### src/rtl/rxps_pkg.sv
package rxps_pkg;

    // Frame layout defaults
    localparam int HDR_BYTES_DEF   = 14;  // two addresses plus length word
    localparam int LEN_HI_OFS_DEF  = 12;  // byte offset of the length high byte
    localparam int MIN_PAYLOAD_DEF = 46;  // lengths below this carry pad

    typedef enum logic [1:0] {
        ST_HDR,   // header bytes, decision pending
        ST_PASS,  // forward to end of frame
        ST_KEEP,  // forward counted data bytes
        ST_DROP   // swallow pad and FCS
    } strip_state_e;

    typedef struct packed {
        logic [7:0] data;
        logic       last;
    } beat_t;

    function automatic logic has_pad(input logic [15:0] len, input int min_payload);
        return int'(len) < min_payload;
    endfunction

endpackage

### src/rtl/rxps_hdr_track.sv
module rxps_hdr_track
    import rxps_pkg::*;
#(
    parameter int HDR_BYTES  = HDR_BYTES_DEF,
    parameter int LEN_HI_OFS = LEN_HI_OFS_DEF
) (
    input  logic        clk,
    input  logic        rst,
    input  logic        strip_en,
    input  logic        in_valid,
    input  logic [7:0]  in_data,
    input  logic        in_last,
    output logic        len_lo_beat,
    output logic [15:0] len_word,
    output logic        frame_en
);
    localparam int IDX_W = $clog2(HDR_BYTES + 1);

    logic [IDX_W-1:0] idx;
    logic             en_q;
    logic [7:0]       len_hi;

    always_ff @(posedge clk) begin
        if (rst) begin
            idx    <= '0;
            en_q   <= 1'b0;
            len_hi <= '0;
        end else if (in_valid) begin
            if (idx == '0)
                en_q <= strip_en;
            if (idx == IDX_W'(LEN_HI_OFS))
                len_hi <= in_data;
            if (in_last)
                idx <= '0;
            else if (idx != IDX_W'(HDR_BYTES))
                idx <= idx + 1'b1;
        end
    end

    always_comb begin
        frame_en    = (idx == '0) ? strip_en : en_q;
        len_lo_beat = (idx == IDX_W'(LEN_HI_OFS + 1));
        len_word    = {len_hi, in_data};
    end

endmodule

### src/rtl/rxps_keep_ctrl.sv
module rxps_keep_ctrl
    import rxps_pkg::*;
#(
    parameter int MIN_PAYLOAD = MIN_PAYLOAD_DEF
) (
    input  logic         clk,
    input  logic         rst,
    input  logic         in_valid,
    input  logic         in_last,
    input  logic         len_lo_beat,
    input  logic [15:0]  len_word,
    input  logic         frame_en,
    output logic         fwd,
    output logic         keep_end,
    output strip_state_e state,
    output logic [$clog2(MIN_PAYLOAD)-1:0] remain
);
    localparam int REM_W = $clog2(MIN_PAYLOAD);

    strip_state_e      state_n;
    logic [REM_W-1:0]  remain_n;

    always_comb begin
        fwd      = 1'b0;
        keep_end = 1'b0;
        state_n  = state;
        remain_n = remain;
        if (in_valid) begin
            unique case (state)
                ST_HDR: begin
                    fwd = 1'b1;
                    if (len_lo_beat) begin
                        if (frame_en && has_pad(len_word, MIN_PAYLOAD)) begin
                            if (len_word == '0) begin
                                keep_end = 1'b1;
                                state_n  = ST_DROP;
                            end else begin
                                state_n  = ST_KEEP;
                                remain_n = len_word[REM_W-1:0];
                            end
                        end else begin
                            state_n = ST_PASS;
                        end
                    end
                end
                ST_PASS: fwd = 1'b1;
                ST_KEEP: begin
                    fwd      = 1'b1;
                    remain_n = remain - 1'b1;
                    if (remain == REM_W'(1)) begin
                        keep_end = 1'b1;
                        state_n  = ST_DROP;
                    end
                end
                ST_DROP: fwd = 1'b0;
                default: fwd = 1'b0;
            endcase
            if (in_last)
                state_n = ST_HDR;
        end
    end

    always_ff @(posedge clk) begin
        if (rst) begin
            state  <= ST_HDR;
            remain <= '0;
        end else begin
            state  <= state_n;
            remain <= remain_n;
        end
    end

endmodule

### src/rtl/rxps_pad_strip.sv
module rxps_pad_strip
    import rxps_pkg::*;
#(
    parameter int HDR_BYTES   = HDR_BYTES_DEF,
    parameter int LEN_HI_OFS  = LEN_HI_OFS_DEF,
    parameter int MIN_PAYLOAD = MIN_PAYLOAD_DEF
) (
    input  logic       clk,
    input  logic       rst,
    input  logic       strip_en,
    input  logic       in_valid,
    input  logic [7:0] in_data,
    input  logic       in_last,
    output logic       out_valid,
    output logic [7:0] out_data,
    output logic       out_last
);
    localparam int REM_W = $clog2(MIN_PAYLOAD);

    logic              len_lo_beat;
    logic [15:0]       len_word;
    logic              frame_en;
    logic              fwd;
    logic              keep_end;
    strip_state_e      state;
    logic [REM_W-1:0]  remain;
    beat_t             out_q;
    logic              out_v_q;

    rxps_hdr_track #(
        .HDR_BYTES  (HDR_BYTES),
        .LEN_HI_OFS (LEN_HI_OFS)
    ) u_hdr (
        .clk         (clk),
        .rst         (rst),
        .strip_en    (strip_en),
        .in_valid    (in_valid),
        .in_data     (in_data),
        .in_last     (in_last),
        .len_lo_beat (len_lo_beat),
        .len_word    (len_word),
        .frame_en    (frame_en)
    );

    rxps_keep_ctrl #(
        .MIN_PAYLOAD (MIN_PAYLOAD)
    ) u_ctrl (
        .clk         (clk),
        .rst         (rst),
        .in_valid    (in_valid),
        .in_last     (in_last),
        .len_lo_beat (len_lo_beat),
        .len_word    (len_word),
        .frame_en    (frame_en),
        .fwd         (fwd),
        .keep_end    (keep_end),
        .state       (state),
        .remain      (remain)
    );

    always_ff @(posedge clk) begin
        if (rst) begin
            out_v_q <= 1'b0;
            out_q   <= '0;
        end else begin
            out_v_q    <= in_valid && fwd;
            out_q.data <= in_data;
            out_q.last <= in_valid && fwd && (in_last || keep_end);
        end
    end

    always_comb begin
        out_valid = out_v_q;
        out_data  = out_q.data;
        out_last  = out_q.last;
    end

endmodule

### config.mk
export PLATFORM = sky130hd
export DESIGN_NAME = rxps_pad_strip
export DESIGN_NICKNAME = d
export VERILOG_FILES = /design/src/rtl/rxps_pkg.sv /design/src/rtl/rxps_hdr_track.sv /design/src/rtl/rxps_keep_ctrl.sv /design/src/rtl/rxps_pad_strip.sv
export SDC_FILE = /design/constraint.sdc
export NUM_CORES = 1
export LEC_CHECK = 0
export ABC_AREA = 1
export BUFFER_PORTS_ARGS = -buffer_cell sky130_fd_sc_hd__buf_2
export CORE_MARGIN = 5
export CORE_UTILIZATION = 38
export DETAILED_ROUTE_END_ITERATION = 10
export HOLD_SLACK_MARGIN = 0.1
export PLACE_DENSITY = 0.55
export SLEW_MARGIN = 25
export SYNTH_ARGS = -nofsm -noshare
export SYNTH_HDL_FRONTEND = slang
export SYNTH_SLANG_ARGS = --single-unit
### constraint.sdc
create_clock -name clk -period 3.94 [get_ports clk]
set_input_delay 0.788 -clock clk [delete_from_list [all_inputs] [get_ports clk]]
set_output_delay 0.788 -clock clk [all_outputs]
set_load 0.02 [all_outputs]
==> results of run 1 <==
==> kinds of logic after synthesis <==
kind of cell	after synthesis	share of synthesized area
AOI/OAI and AO/OA	38	0.136
xor gates and xnor gates	1	0.00584
adders and majority gates	6	0.0501
buffers and inverters	35	0.0951
DFF	31	0.414
and+or+nand+nor	108	0.299
==> synth_stat cells, drive strengths merged <==
library cell	count
nor2	49
nand2	41
dfxtp	31
inv	30
o21ai	19
a21oi	14
nand3	12
ha	6
buf	4
nand4	4
a211oi	2
a31oi	1
clkbuf	1
nand3b	1
nor3	1
o211ai	1
o22ai	1
xor2	1
==> path summary, 6_finish.rpt <==
| kind | start | to | slack [ns] | cells after the start |
|---|---|---|---|---|
| worst min register to register | u_ctrl.state[0] | u_ctrl.state[0] | 0.52 | 2 |
| worst max-delay path | in_data[6] | u_ctrl.remain[0] | 2.20 | 11 |
| worst max register to register | u_ctrl.state[1] | out_last | 2.21 | 8 |
| worst min-delay path | u_ctrl.state[0] | u_ctrl.state[0] | 0.52 | 2 |
==> power by group through the flow <==
stage | clock network, W | registers [W] | logic [W]
detailed placement | 0 | 0.000332 | 0.0000608
finish | 0.000272 | 0.000325 | 0.0000604
CTS | 0.000279 | 0.000325 | 0.0000611
global route | 0.000296 | 0.000326 | 0.0000681
floorplan | 0 | 0.000338 | 0.0000318
global placement | 0 | 0.000332 | 0.0000609
==> routing by layer <==
metal / GRT usage / vias to the layer above / wire length (um)
met3: 0.0413 / 7 / 203
met1: 0.176 / 588 / 1640
li1: - / 745 / -
met2: 0.197 / 32 / 1380
met5: 0 / - / 0
met4: 0.0492 / 0 / 55
==> per-stage QoR <==
| stage | cell area (um^2) | instances | hold slack [ns] | total power [W] | setup slack [ns] |
|---|---|---|---|---|---|
| 2_1_floorplan | 1500 | 219 | 0.476 | 0.000370 | 2.20 |
| 3_3_place_gp | 1640 | 284 | 0.516 | 0.000393 | 1.92 |
| 3_5_place_dp | 1640 | 284 | 0.513 | 0.000393 | 1.88 |
| 4_1_cts | 1740 | 292 | 0.522 | 0.000665 | 2.18 |
| 5_1_grt | 1740 | 292 | 0.541 | 0.000690 | 1.95 |
| 6_report | 1740 | 292 | 0.518 | 0.000658 | 2.20 |
==> sequential cells by signal (all words and copies together) (netlist names) <==
register	count
out_valid	1
u_ctrl.remain	6
out_last	1
out_data	8
u_hdr.len_hi	8
u_ctrl.state	2
u_hdr.en_q	1
u_hdr.idx	4
==> cell type report <==
type                    instances  area (um^2)
fillers                       428         2000
multi-input cells             153          736
flip-flops and latches         31          621
inverters                      30          113
repair buffers                 22          110
clock buffers                   8          100
well taps                      48         60.1
==> worst reg2reg max path, delay by kind of cell (launching register included) <==
family	cells	cell delay, ns
AND/OR/NAND/NOR	5	0.81
buffers and inverters	2	0.29
AO/OA/AOI/OAI	1	0.14
flip-flops	1	0.41
==> results.py, run 1 <==
metrics = {
    "cells_and_area": {
        "nNetsFinal": 262,
        "flow.area_growth_from_synthesis_pct": 16.0,
        "mostFrequentLayoutCell": "sky130_fd_sc_hd__nor2_1",
        "layout.core_utilization": 0.465,
        "final_layout_size_suffix_gt1_frac": 0.139,
        "most-common-layout-cells": "sky130_fd_sc_hd__nor2_1, sky130_fd_sc_hd__nand2_1, sky130_fd_sc_hd__dfxtp_1, sky130_fd_sc_hd__inv_1, sky130_fd_sc_hd__buf_2",
        "diodes": 0,
    },
    "detailed_routing": {
        "drt_wl_total_um": 3290,
        "detail_route.drc_violations": 0,
        "post_drt_via_cell_ratio": 4.70,
        "number_of_violations_reported_at_the_end_of_detailed_routing_iteration_0": 82,
        "drtPass1Iterations": 4,
        "vias": 1372,
        "detail_route.wl_per_cell_um": 11.3,
        "antenna_violating_nets_post_route": 0,
    },
    "setup_path": {
        "crit_fanout": 12,
        "critPathLaunchType": "input pin",
        "critical_path_class": "input pin to flip-flop",
        "crit_slowest_cell": "sky130_fd_sc_hd__nor2_1",
        "critPathCaptureType": "flip-flop",
        "worst_path_dominant_cell_family": "simple AND/OR/NAND/NOR gates",
        "max_stage_delay_ns": 0.18,
        "cp_cell_sequence": "buf_2 > nor2_1 > nand2_1 > nor2_1 > nand3_1 > nand2_1 > nor2_1 > nand2_2 > nand2_1 > nand2_1 > nor2_1",
        "worst_ep_arrival_time_ns": 1.91,
        "crit_buf_inv": 1,
        "critical_path_required_ns": 4.11,
    },
    "yosys": {
        "syn-cell-area_um2": 1500,
        "yosys_warnings": 0,
        "syn_nets": 238,
        "synthDistinctLibCells": 24,
        "post_synth_main_area_contributors": "sky130_fd_sc_hd__dfxtp_1, sky130_fd_sc_hd__nor2_1, sky130_fd_sc_hd__nand2_1",
        "synth.avg_cell_area_um2": 6.84,
        "synthDominantAreaCellType": "sky130_fd_sc_hd__dfxtp_1",
        "synth_largest_type_area_fraction": 0.414,
        "synth_cells": 219,
        "synth.ff_latch_count": 31,
        "synth-seq-area-share": 0.414,
    },
    "sta": {
        "setup-violations-final": 0,
        "final_min_period_over_clock_period": 0.441,
        "timing_max_transition_violations_final": 0,
        "fin_tns_setup_ns": 0,
        "worst_clock_skew_on_the_final_layout_ns": 0.00374,
        "finalWorstPathRequiredPeriod_ns": 1.74,
        "finalHoldViolCount": 0,
        "setup_repair_after_global_routing_missed_its_margin": "false",
        "tightestPinTransition_ns": 0.625,
        "fmax_mhz": 576,
        "slew_headroom": 0.582,
    },
    "power_and_ir_drop": {
        "power_per_unit_of_standard_cell_area_nw_per_um2": 378,
        "p_clk_frac": 0.414,
        "switching_share": 0.239,
        "leakagePower_nw": 0.854,
        "p_seq_frac": 0.494,
        "p_int_w": 0.000501,
        "vdd_drop_max_v": 0.000111,
        "power_frac_comb": 0.092,
        "total_switching_power_w": 0.000157,
    },
    "grt": {
        "grt_first_pass_wirelength_um": 5430,
        "grt_pass1_vias": 1214,
        "grtUsageTotal": 0.132,
        "antenna_found_initial": 0,
        "grt_remaining_overflow": 0,
        "largest_net_degree_at_the_start_of_global_routing": 17,
    },
    "placement": {
        "finalWeightedCongestion": 0.787,
        "dp.final_hpwl_um": 2520,
        "place.port_buffers": 22,
    },
    "cts": {
        "cts_resized": 0,
        "cts_sinks": 31,
        "cts-hold-fix-buffers": 0,
        "worstSkewPairLatency_ns": 0.28,
        "clk_root_buffer_cell": "sky130_fd_sc_hd__clkbuf_8",
        "postCtsSetupRepairBufs": 0,
        "number_of_h_tree_levels": 2,
        "max-clock-path-buffers": 2,
        "clk_transition_reported_paths_ns": 0.06,
        "cts_made_buffers": 5,
        "cts_tree": "built",
    },
    "floorplan": {
        "start_util": 0.400,
        "die_area_um2": 5300,
        "floorplan.die.width_um": 72.8,
        "die_h_um": 72.8,
        "standard_cell_core_area_um2": 3740,
        "placement_rows": 22,
        "design.portCount": 23,
    },
    "hold_path": {
        "worst_hold_path_type": "flip-flop to flip-flop",
    },
    "status": {
        "run_status": "finished clean",
    },
    "flow_run": {
        "max_cap_viol_count": 0,
    },
}
Power figures use the tool's default switching activity.
==> inputs of run 2 (changes only) <==
- clock period: 3.94 -> 1.7 ns (I/O delays scaled with it)
==> run 2 against run 1 <==
  * Cell count rose by 1.4%
  * Critical path depth is 1 lower
  * First-iteration DRC count down 7.3%
  * Sequential share of layout area down 0.80 points
  * Via count shrank 1.0%
  * Non-clock buffer count grew 5
  * Worst setup slack worse by 2.0 ns
  * Global-route usage rose by 0.64 points
  * Register-to-register slack got worse by 2.0 ns
  * Core utilization grew 1.1 points
  * Worst hold slack got worse by 0.23 ns
  * Wire length grew 0.24%
==> results.py, run 2 (synthesized netlist as in run 1, its figures left out) <==
metrics = {
    "cells_and_area": {
        "layout.core_utilization": 0.475,
        "flow.area_growth_from_synthesis_pct": 18.7,
        "mostFrequentLayoutCell": "sky130_fd_sc_hd__nor2_1",
        "final_layout_size_suffix_gt1_frac": 0.161,
        "most-common-layout-cells": "sky130_fd_sc_hd__nor2_1, sky130_fd_sc_hd__nand2_1, sky130_fd_sc_hd__dfxtp_1, sky130_fd_sc_hd__inv_1, sky130_fd_sc_hd__buf_2",
        "diodes": 0,
        "nNetsFinal": 267,
    },
    "floorplan": {
        "start_util": 0.400,
        "placement_rows": 22,
        "floorplan.die.width_um": 72.8,
        "die_h_um": 72.8,
        "standard_cell_core_area_um2": 3740,
        "design.portCount": 23,
        "die_area_um2": 5300,
    },
    "setup_path": {
        "crit_slowest_cell": "sky130_fd_sc_hd__dfxtp_1",
        "critPathLaunchType": "flip-flop",
        "crit_fanout": 12,
        "critical_path_class": "flip-flop to flip-flop",
        "ff2ff_setup_slack_ns": 0.18,
        "worst_ep_arrival_time_ns": 1.70,
        "worst_path_dominant_cell_family": "simple AND/OR/NAND/NOR gates",
        "critical_path_required_ns": 1.87,
        "worst_reg_to_reg_path_cell_count": 10,
        "critPathCaptureType": "flip-flop",
        "crit_buf_inv": 1,
        "max_stage_delay_ns": 0.33,
        "worst_r2r_endpoint": "u_ctrl.remain[5]",
        "cp_cell_sequence": "inv_1 > ha_1 > nand3_2 > nand2_1 > o21ai_4 > nand3_2 > nand2_2 > nand2_4 > nor2_1 > nor2_1",
        "r2r_start": "u_hdr.idx[0]",
    },
    "sta": {
        "worst_hold_slack_ns": 0.292,
        "finalHoldViolCount": 0,
        "setup_repair_after_global_routing_missed_its_margin": "false",
        "timing_max_transition_violations_final": 0,
        "slew_headroom": 0.683,
        "final_min_period_over_clock_period": 0.897,
        "setup-violations-final": 0,
        "tightestPinTransition_ns": 0.475,
        "finalWorstPathRequiredPeriod_ns": 1.52,
        "fmax_mhz": 656,
        "worst_clock_skew_on_the_final_layout_ns": 0.00317,
        "fin_tns_setup_ns": 0,
    },
    "cts": {
        "cts_tree": "built",
        "cts_sinks": 31,
        "number_of_h_tree_levels": 2,
        "cts_made_buffers": 5,
        "worstSkewPairLatency_ns": 0.28,
        "clk_transition_reported_paths_ns": 0.06,
        "clk_root_buffer_cell": "sky130_fd_sc_hd__clkbuf_8",
        "max-clock-path-buffers": 2,
        "postCtsSetupRepairBufs": 0,
    },
    "hold_path": {
        "hold_end": "out_data[7]",
        "worstHoldStart": "in_data[7]",
        "worst_hold_path_type": "input pin to flip-flop",
        "hold_depth": 3,
    },
    "detailed_routing": {
        "detail_route.wl_per_cell_um": 11.1,
        "drtPass1Iterations": 4,
        "vias": 1358,
        "antenna_violating_nets_post_route": 0,
        "drt_wl_total_um": 3300,
        "number_of_violations_reported_at_the_end_of_detailed_routing_iteration_0": 76,
        "detail_route.drc_violations": 0,
        "post_drt_via_cell_ratio": 4.59,
    },
    "grt": {
        "grt_remaining_overflow": 0,
        "globalRouteMet2Util": 0.213,
        "use_met1": 0.182,
        "grt_pass1_vias": 1311,
        "antenna_found_initial": 0,
        "layer_with_the_highest_usage": "met2",
        "grt_first_pass_wirelength_um": 5730,
        "gr-usage-met3": 0.0482,
        "grtUsageTotal": 0.138,
        "largest_net_degree_at_the_start_of_global_routing": 17,
    },
    "status": {
        "run_status": "finished clean",
    },
    "flow_run": {
        "max_cap_viol_count": 0,
    },
    "power_and_ir_drop": {
        "power_per_unit_of_standard_cell_area_nw_per_um2": 832,
        "vdd_drop_max_v": 0.000285,
        "leakagePower_nw": 0.890,
    },
    "placement": {
        "dp.final_hpwl_um": 2540,
        "finalWeightedCongestion": 0.801,
        "place.port_buffers": 22,
    },
}
-- run 2: how the worst max path moves through the flow --
stage               slack, ns          endpoint  cells after the start          from
floorplan                0.23  u_ctrl.remain[5]                     11  u_hdr.idx[0]
global placement         0.16  u_ctrl.remain[4]                     11    in_data[6]
detailed placement        0.1  u_ctrl.remain[0]                     11    in_data[6]
CTS                      0.14  u_ctrl.remain[0]                     10  u_hdr.idx[0]
global route             0.01  u_ctrl.remain[5]                     11  u_hdr.idx[0]
finish                   0.18  u_ctrl.remain[5]                     10  u_hdr.idx[0]
-- run 2: through the flow --
stage / worst slack, ns / instances / total power, W / instance area [um^2]
after floorplan: 0.233 / 219 / 0.000858 / 1500
after global placement: 0.155 / 289 / 0.000918 / 1680
after detailed placement: 0.0963 / 289 / 0.000917 / 1680
after CTS: 0.143 / 296 / 0.00150 / 1760
after global routing: 0.0107 / 296 / 0.00156 / 1780
final: 0.176 / 296 / 0.00148 / 1780
-- run 2: layout make-up --
cell class	count	area [um^2]
Fill cell	403	1960
Sequential cell	31	621
Clock buffer	6	82.6
Multi-Input combinational cell	153	751
Timing Repair Buffer	27	148
Inverter	30	113
Clock inverter	1	5.00
Tap cell	48	60.1
-- run 2: routing by layer --
| metal | wire [um] | part of all wire |
|---|---|---|
| met5 | 0 | 0 |
| met4 | 31 | 0.0094 |
| met3 | 214 | 0.065 |
| met2 | 1370 | 0.42 |
| met1 | 1680 | 0.51 |
-- run 2: power breakdown --
part	internal, W	leakage (nW)	total (W)	switching (W)
clock network	0.000317	0.0470	0.000577	0.000260
logic	0.0000548	0.590	0.000153	0.0000978
registers	0.000745	0.253	0.000752	0.00000701
-- run 2: timing repair --
item	4_1_cts	5_1_grt
hold endpoints to repair	0	0
hold buffers	0	0
resized for setup	0	3
endpoints found under the setup margin	0	3
-- run 2: tightest hold or removal path: stages --
cell	delay [ns]
sky130_fd_sc_hd__buf_2	0.09
sky130_fd_sc_hd__inv_1	0.04
sky130_fd_sc_hd__nor2_1	0.07
